==> config.mk <==
export PLATFORM = sky130hd
export DESIGN_NAME = bridge_ctl_regs
export DESIGN_NICKNAME = d
export VERILOG_FILES = /design/src/rtl/bcr_pkg.sv /design/src/rtl/bcr_decode.sv /design/src/rtl/bcr_bank.sv /design/src/rtl/bcr_rstreq.sv /design/src/rtl/bridge_ctl_regs.sv
export SDC_FILE = /design/constraint.sdc
export NUM_CORES = 1
export LEC_CHECK = 0
export BUFFER_PORTS_ARGS = -buffer_cell sky130_fd_sc_hd__buf_2
export CORE_MARGIN = 5
export CORE_UTILIZATION = 60
export DETAILED_ROUTE_END_ITERATION = 8
export MAX_ROUTING_LAYER = met4
export PLACE_DENSITY = 0.8
export SLEW_MARGIN = 20
export SYNTH_ARGS = -nofsm -noshare
export SYNTH_HDL_FRONTEND = slang
export SYNTH_SLANG_ARGS = --single-unit
==> constraint.sdc <==
create_clock -name clk -period 3.4 [get_ports clk]
set_input_delay 0.34 -clock clk [delete_from_list [all_inputs] [get_ports clk]]
set_output_delay 0.34 -clock clk [all_outputs]
set_load 0.1 [all_outputs]
==> src/rtl/bcr_pkg.sv <==
package bcr_pkg;
  localparam int DATA_W    = 32;
  localparam int IDX_GEN   = 1;   // general configuration word
  localparam int IDX_ENSET = 12;  // enable set alias
  localparam int IDX_ENCLR = 13;  // enable clear alias
  localparam int IDX_EN    = 14;  // enable word, read-only
  localparam int IDX_STS   = 15;  // status word, read-only

  function automatic logic [DATA_W-1:0] rst_value(int idx);
    case (idx)
      0:       return 32'h0000_0C40;
      1:       return 32'h0000_1384;
      2:       return 32'h2BFF_8010;
      3:       return 32'h255E_0091;
      4:       return 32'h0000_6140;
      7:       return 32'h0000_01FF;
      8:       return 32'h0000_01FF;
      26:      return 32'h0000_0008;
      27:      return 32'h1000_0000;
      default: return '0;
    endcase
  endfunction

  function automatic logic plain_writable(int idx, int nregs);
    return (idx < nregs) && (idx != IDX_EN) && (idx != IDX_STS);
  endfunction

  function automatic logic [DATA_W-1:0] en_update(logic [DATA_W-1:0] cur,
                                                  logic do_set, logic do_clr,
                                                  logic [DATA_W-1:0] data);
    logic [DATA_W-1:0] nxt;
    nxt = cur;
    if (do_set) nxt = nxt | data;
    if (do_clr) nxt = nxt & ~data;
    return nxt;
  endfunction

  function automatic logic bit_rise(logic old_b, logic new_b);
    return !old_b && new_b;
  endfunction
endpackage

==> src/rtl/bcr_decode.sv <==
module bcr_decode #(
  parameter int ADDR_W   = 7,
  parameter int NUM_REGS = 28,
  localparam int IDX_W   = ADDR_W - 2
) (
  input  logic [ADDR_W-1:0] addr,
  output logic [IDX_W-1:0]  idx,
  output logic              hit
);
  logic unused_lsb;
  assign unused_lsb = ^addr[1:0];
  assign idx = addr[ADDR_W-1:2];
  assign hit = (32'(idx) < NUM_REGS);
endmodule

==> src/rtl/bcr_bank.sv <==
module bcr_bank
  import bcr_pkg::*;
#(
  parameter int NUM_REGS = 28,
  parameter int IDX_W    = 5
) (
  input  logic              clk,
  input  logic              rst_n,
  input  logic              wr_en,
  input  logic [IDX_W-1:0]  wr_idx,
  input  logic [DATA_W-1:0] wdata,
  output logic [DATA_W-1:0] regs_o [NUM_REGS]
);
  logic set_hit, clr_hit;
  assign set_hit = wr_en && (wr_idx == IDX_W'(IDX_ENSET));
  assign clr_hit = wr_en && (wr_idx == IDX_W'(IDX_ENCLR));

  for (genvar i = 0; i < NUM_REGS; i++) begin : g_reg
    if (i == IDX_EN) begin : g_en
      always_ff @(posedge clk or negedge rst_n) begin
        if (!rst_n) regs_o[i] <= rst_value(i);
        else        regs_o[i] <= en_update(regs_o[i], set_hit, clr_hit, wdata);
      end
    end else if (plain_writable(i, NUM_REGS)) begin : g_rw
      always_ff @(posedge clk or negedge rst_n) begin
        if (!rst_n)                               regs_o[i] <= rst_value(i);
        else if (wr_en && wr_idx == IDX_W'(i))    regs_o[i] <= wdata;
      end
    end else begin : g_ro
      assign regs_o[i] = rst_value(i);
    end
  end
endmodule

==> src/rtl/bcr_rstreq.sv <==
module bcr_rstreq
  import bcr_pkg::*;
(
  input  logic clk,
  input  logic rst_n,
  input  logic gen_wr,
  input  logic old_bit,
  input  logic new_bit,
  output logic req_o
);
  logic req_d;
  assign req_d = gen_wr && bit_rise(old_bit, new_bit);

  always_ff @(posedge clk or negedge rst_n) begin
    if (!rst_n) req_o <= 1'b0;
    else        req_o <= req_d;
  end
endmodule

==> src/rtl/bridge_ctl_regs.sv <==
module bridge_ctl_regs
  import bcr_pkg::*;
#(
  parameter int ADDR_W   = 7,
  parameter int NUM_REGS = 28,
  parameter int RST_BIT  = 2,
  localparam int IDX_W   = ADDR_W - 2
) (
  input  logic              clk,
  input  logic              rst_n,
  input  logic              bus_wr,
  input  logic              bus_rd,
  input  logic [ADDR_W-1:0] bus_addr,
  input  logic [DATA_W-1:0] bus_wdata,
  output logic [DATA_W-1:0] bus_rdata,
  output logic              reset_req
);
  logic [IDX_W-1:0]  idx;
  logic              hit;
  logic              wr_hit;
  logic              gen_wr;
  logic [DATA_W-1:0] regs [NUM_REGS];
  logic [DATA_W-1:0] en_q, gen_q, sts_q;

  bcr_decode #(.ADDR_W(ADDR_W), .NUM_REGS(NUM_REGS)) u_dec (
    .addr(bus_addr), .idx(idx), .hit(hit)
  );

  assign wr_hit = bus_wr && hit;
  assign gen_wr = wr_hit && (idx == IDX_W'(IDX_GEN));

  bcr_bank #(.NUM_REGS(NUM_REGS), .IDX_W(IDX_W)) u_bank (
    .clk(clk), .rst_n(rst_n), .wr_en(wr_hit), .wr_idx(idx),
    .wdata(bus_wdata), .regs_o(regs)
  );

  assign en_q  = regs[IDX_EN];
  assign gen_q = regs[IDX_GEN];
  assign sts_q = regs[IDX_STS];

  bcr_rstreq u_req (
    .clk(clk), .rst_n(rst_n), .gen_wr(gen_wr),
    .old_bit(gen_q[RST_BIT]), .new_bit(bus_wdata[RST_BIT]),
    .req_o(reset_req)
  );

  always_ff @(posedge clk or negedge rst_n) begin
    if (!rst_n)      bus_rdata <= '0;
    else if (bus_rd) bus_rdata <= hit ? regs[idx] : '0;
  end
endmodule

# Yosys cells after proc, flatten, opt, wreduce, memory -nomap -nowiden
# Index checks and enable logic that the tools add are counted.
# W data, S select, Z words.
[classes]
n_shift = 0
n_bitwise = 4
multipliers = 0
addsub = 0
n_mux = 6
n_div = 0
n_lt_le_gt_ge = 2
n_eq_ne = 25
n_reduce_logical = 31
[op_table]
columns = ["operator", "n"]
rows = [
  ["$bmux W32 S5", 1],
  ["$mux W32", 5],
  ["$eq A5 B5 Y1 const B", 12],
  ["$and A32 B32 Y32", 1],
  ["$not A32 Y32", 1],
  ["$or A32 B32 Y32", 1],
  ["$eq A5 B4 Y1 const B", 6],
  ["$logic_and A1 B1 Y1", 29],
  ["$eq A5 B3 Y1 const B", 4],
  ["$eq A5 B2 Y1 const B", 2],
  ["$ge A6 B6 Y1 const B", 1],
  ["$not A5 Y6", 1],
  ["$eq A5 B1 Y1 const B", 1],
  ["$logic_not A5 Y1", 1],
  ["$lt A5 B5 Y1 const B", 1],
  ["$logic_not A1 Y1", 1],
]
[word_totals]
inputBits = 43
n_memories = 0
ram_bits = 0
mem_bits_ro = 0
out_inout_bits = 33
wordCells = 97
reg_bits = 897
latchBits = 0

# Logic depth before layout (Yosys ltp)
[depth]
depth_word = 6
mapped_depth = 9
ltp_nobuf = 4

# Modules after synthesis
# A second synthesis with hierarchy kept.
[hier_totals]
hier_cells = 2872
hier_area_um2 = 41910.2
[modules_own_cells]
columns = ["mod", "cells_per_inst", "instances", "area_each_um2", "seq_area_each_um2"]
rows = [
  ["bcr_bank", 2022, 1, 32912.8, 21692.1],
  ["bridge_ctl_regs", 842, 1, 8921.1, 800.8],
  ["bcr_decode", 6, 1, 42.5, 0.0],
  ["bcr_rstreq", 2, 1, 33.8, 25.0],
]

# Worst setup path after synthesis
# Ideal clock, no wire load.
[synth_path]
kind = "input -> register"
startpoint = "in bus_addr[2]"
endpoint = "reg bus_rdata[10]"
setup_slack_ns = 1.572
arrival_time_ns = 1.687
required_ns = 3.259
path_stages = 6
n_path_buf = 3
setup_time_ns = 0.141
path_cell_list = "buf_2 > buf_6 > clkbuf_1 > mux2_2 > a221oi_1 > a32oi_1"
[synth_via]
elab_chain_cells = 5
elab_cells_between_ends = 6
cone_classes = "1 x order compare; 4 x mux; 1 x bitwise"
[synth_lines]
columns = ["element", "line", "text"]
rows = [
  ["start, declared", "bridge_ctl_regs.sv:13", "input logic [ADDR_W-1:0] bus_addr,"],
  ["$not A5 Y6 (implied by the code)", "bridge_ctl_regs.sv:49", "else if (bus_rd) bus_rdata <= hit ? regs[idx] : '0;"],
  ["$bmux W32 S5", "bridge_ctl_regs.sv:49", ""],
  ["$mux W32 (implied by the code) (2 in series)", "bridge_ctl_regs.sv:49", ""],
  ["$mux W32 (*)", "bridge_ctl_regs.sv:49", ""],
  ["end signal, assigned", "bridge_ctl_regs.sv:49", ""],
  ["end, declared", "bridge_ctl_regs.sv:15", "output logic [DATA_W-1:0] bus_rdata,"],
]
# Mark *: on every way between the ends. The rest lies on a longest branch, timed or not. The select of a mux whose other input is x is not followed.
# A chain may end at the register's enable or synchronous reset.

# Final worst setup path
[layout_path]
startpoint = "in bus_addr[4]"
endpoint = "reg bus_rdata[24]"
# The elaborated chain is that of the path after synthesis.

==> metrics.txt <==
vias per cell=6.63; ANT nets after route=0; first-pass GRT wire length=169 mm; endpoint class of the critical path=flop; total core area=68200 um2; first-pass iteration count of the detailed router=6; vias=25700; Max-slew headroom=0.247; Placer Congestion=0.839; DP HPWL=63.1 mm; number of remaining DRC errors=0; Final nets=2959; Synth Instances=2954; Worst setup SP type=input pin; Post-CTS Setup Bufs=0; DR iter-0 viols=2333; Power Density=633 nW/um2; Starting Density=0.602; syn nets=2997; CP startpoint=bus_addr[4]; post_cts resized=0; Worst Clk Skew=0.0223 ns; Peak VDD IR=0.490 mV; setup_tns=0 ns; maximum achievable frequency=0.422 GHz; CP Buf/Inv Count=2; YS warnings=0; worst-path cell chain=buf_2 > nand2b_1 > nor3_2 > buf_4 > a221oi_1 > a32oi_1; CP top delay family=simple AND/OR/NAND/NOR gates; CP max FO=25; Period minus WS final=2.37 ns; GRT Residual Overflow=0; WHS=0.150 ns; Root Driver=clkbuf_16; cts hold-fix bufs=1; latest clock arrival within the worst-skew pair=0.65 ns; final worst slack=1.03 ns; Main synth FF type=dfrtp_1; hold path start=bus_wdata[17]; FF+latch count, synth=897; max cap viols=0; CTS H-tree lvls=3; critical path class=in -> reg; die area=73800 um2; average cell area after synthesis=13.9 um2; Hold Path Class=in -> reg; Data required, critical path=3.94 ns; ratio of final minimum period to clock period=0.697; PortBufs=73; layout cells sized above 1=0.446; leakage=20.9 nW; die span in y=272 um; final setup violation count=0; synthesis-to-finish area growth=10.8%; dpl ws=0.543 ns; Post-synth EDFFs=0; RSZ-0062 raised after global routing=no; initial antenna violation count=4; status=finished, final reports clean; Final Hold Fails=0; drt wl/cell=28.1 um; CTS tree=built; Clock Sinks=897; end-of-flow core utilization=0.667; dpl cells=3703; Mapped Area=41100 um2; total track usage=0.306; crit-path max cell delay=0.83 ns; pin count of the biggest net entering global routing=113; vias in the first global route=27700; worst reg2reg startpoint=u_bank.regs_o[73]; ys async rst share=1.00; CP arrival=2.91 ns; I/O pin total=76; library cells used by synthesis=36; number of cell rows=96; Max Transition Viols Final=0; CTS Buffer Depth=3; Cell Count, Final, Fillers Out=3879; Worst-path clk slew=0.06 ns; sequential area share after synthesis=0.548; Die X=272 um; Worst Max-Slew Pin Slew=1.13 ns; slowest CP cell=nor3_2; CTS buffer count=92; final WL=109 mm; r2r setup slk=1.83 ns
-- worst reg2reg max path: cells and delay by family, from the launching register on --
family,cells,cell delay (ns)
AOI/OAI and AO/OA,2,0.57
muxes,1,0.48
DFF,1,0.38
-- stage by stage --
step	area (um2)	total power (W)
floorplan	41100	0.0172
CTS	45500	0.0289
global route	45500	0.0300
detailed placement	42400	0.0186
global placement	42400	0.0182
finish	45500	0.0288
-- flip-flops by register name (all words and copies together) (netlist names), named ones only --
name / cells
u_bank.regs_o: 832
bus_rdata: 32
u_req.req_o: 1
-- final cells by class --
class | count | area [um2]
Timing Repair Buffer | 168 | 1470
Fill cell | 4673 | 22700
Sequential cell | 897 | 22500
Clock buffer | 141 | 2710
Clock inverter | 30 | 377
Tap cell | 882 | 1100
Multi-Input combinational cell | 1724 | 17200
Inverter | 33 | 124
Antenna cell | 4 | 10.0
-- cells by family (layout without fill, tap and decap cells) --
logic type,count (synthesis),after routing,synth area share
muxes,1184,1184,0.335
and+or+nand+nor,250,250,0.0281
buffers and inverters,333,372,0.0373
AOI/OAI and AO/OA,290,290,0.0511
other,0,4,0
DFF,897,897,0.548
-- final timing paths --
check / cells past startpoint / to
worst max-delay path: 6 / bus_rdata[24]
worst min-delay path: 2 / flop
worst max register to register: 3 / bus_rdata[9]
worst min register to register: 1 / u_bank.regs_o[518]
max in group asynchronous: 3 / u_bank.regs_o[527]
min in group asynchronous: 2 / u_bank.regs_o[480]
-- metal layers --
metal  vias up  share of wire  GRT usage
met1     13600           0.40      0.396
met3       308          0.079     0.0642
met2      1036           0.48      0.480
li1      10700              -          -
met5         -              0          -
met4         0          0.042      0.120
-- Yosys cell counts, drive strengths merged, types with 33 or more instances --
master	number	area, um2
mux4	64	1440
nor3	36	185
mux2	896	10100
mux2i	224	2240
a221oi	64	561
dfstp	57	1500
buf	172	930
nand2	112	420
a21oi	65	329
dfrtp	840	21000
inv	33	124
nor2	44	178
clkbuf	128	480
-- report_power, final --
group / internal (W) / switching [W] / leakage (nW)
logic: 0.00239 / 0.00221 / 7.99
registers: 0.0128 / 0.00110 / 11.4
clock network: 0.00604 / 0.00424 / 1.51
-- cells in the final DEF, fill, tap and decap left out, types with 33 or more instances in the layout --
cell type,instances
buf_2,69
mux2_2,863
buf_4,67
nor3_1,34
dfstp_2,57
nand2_1,98
a21oi_1,64
mux2_1,33
nor2_1,34
dfrtp_1,840
clkbuf_16,94
mux4_2,64
mux2i_1,224
a221oi_1,64
(Power assumes the default switching activity.)
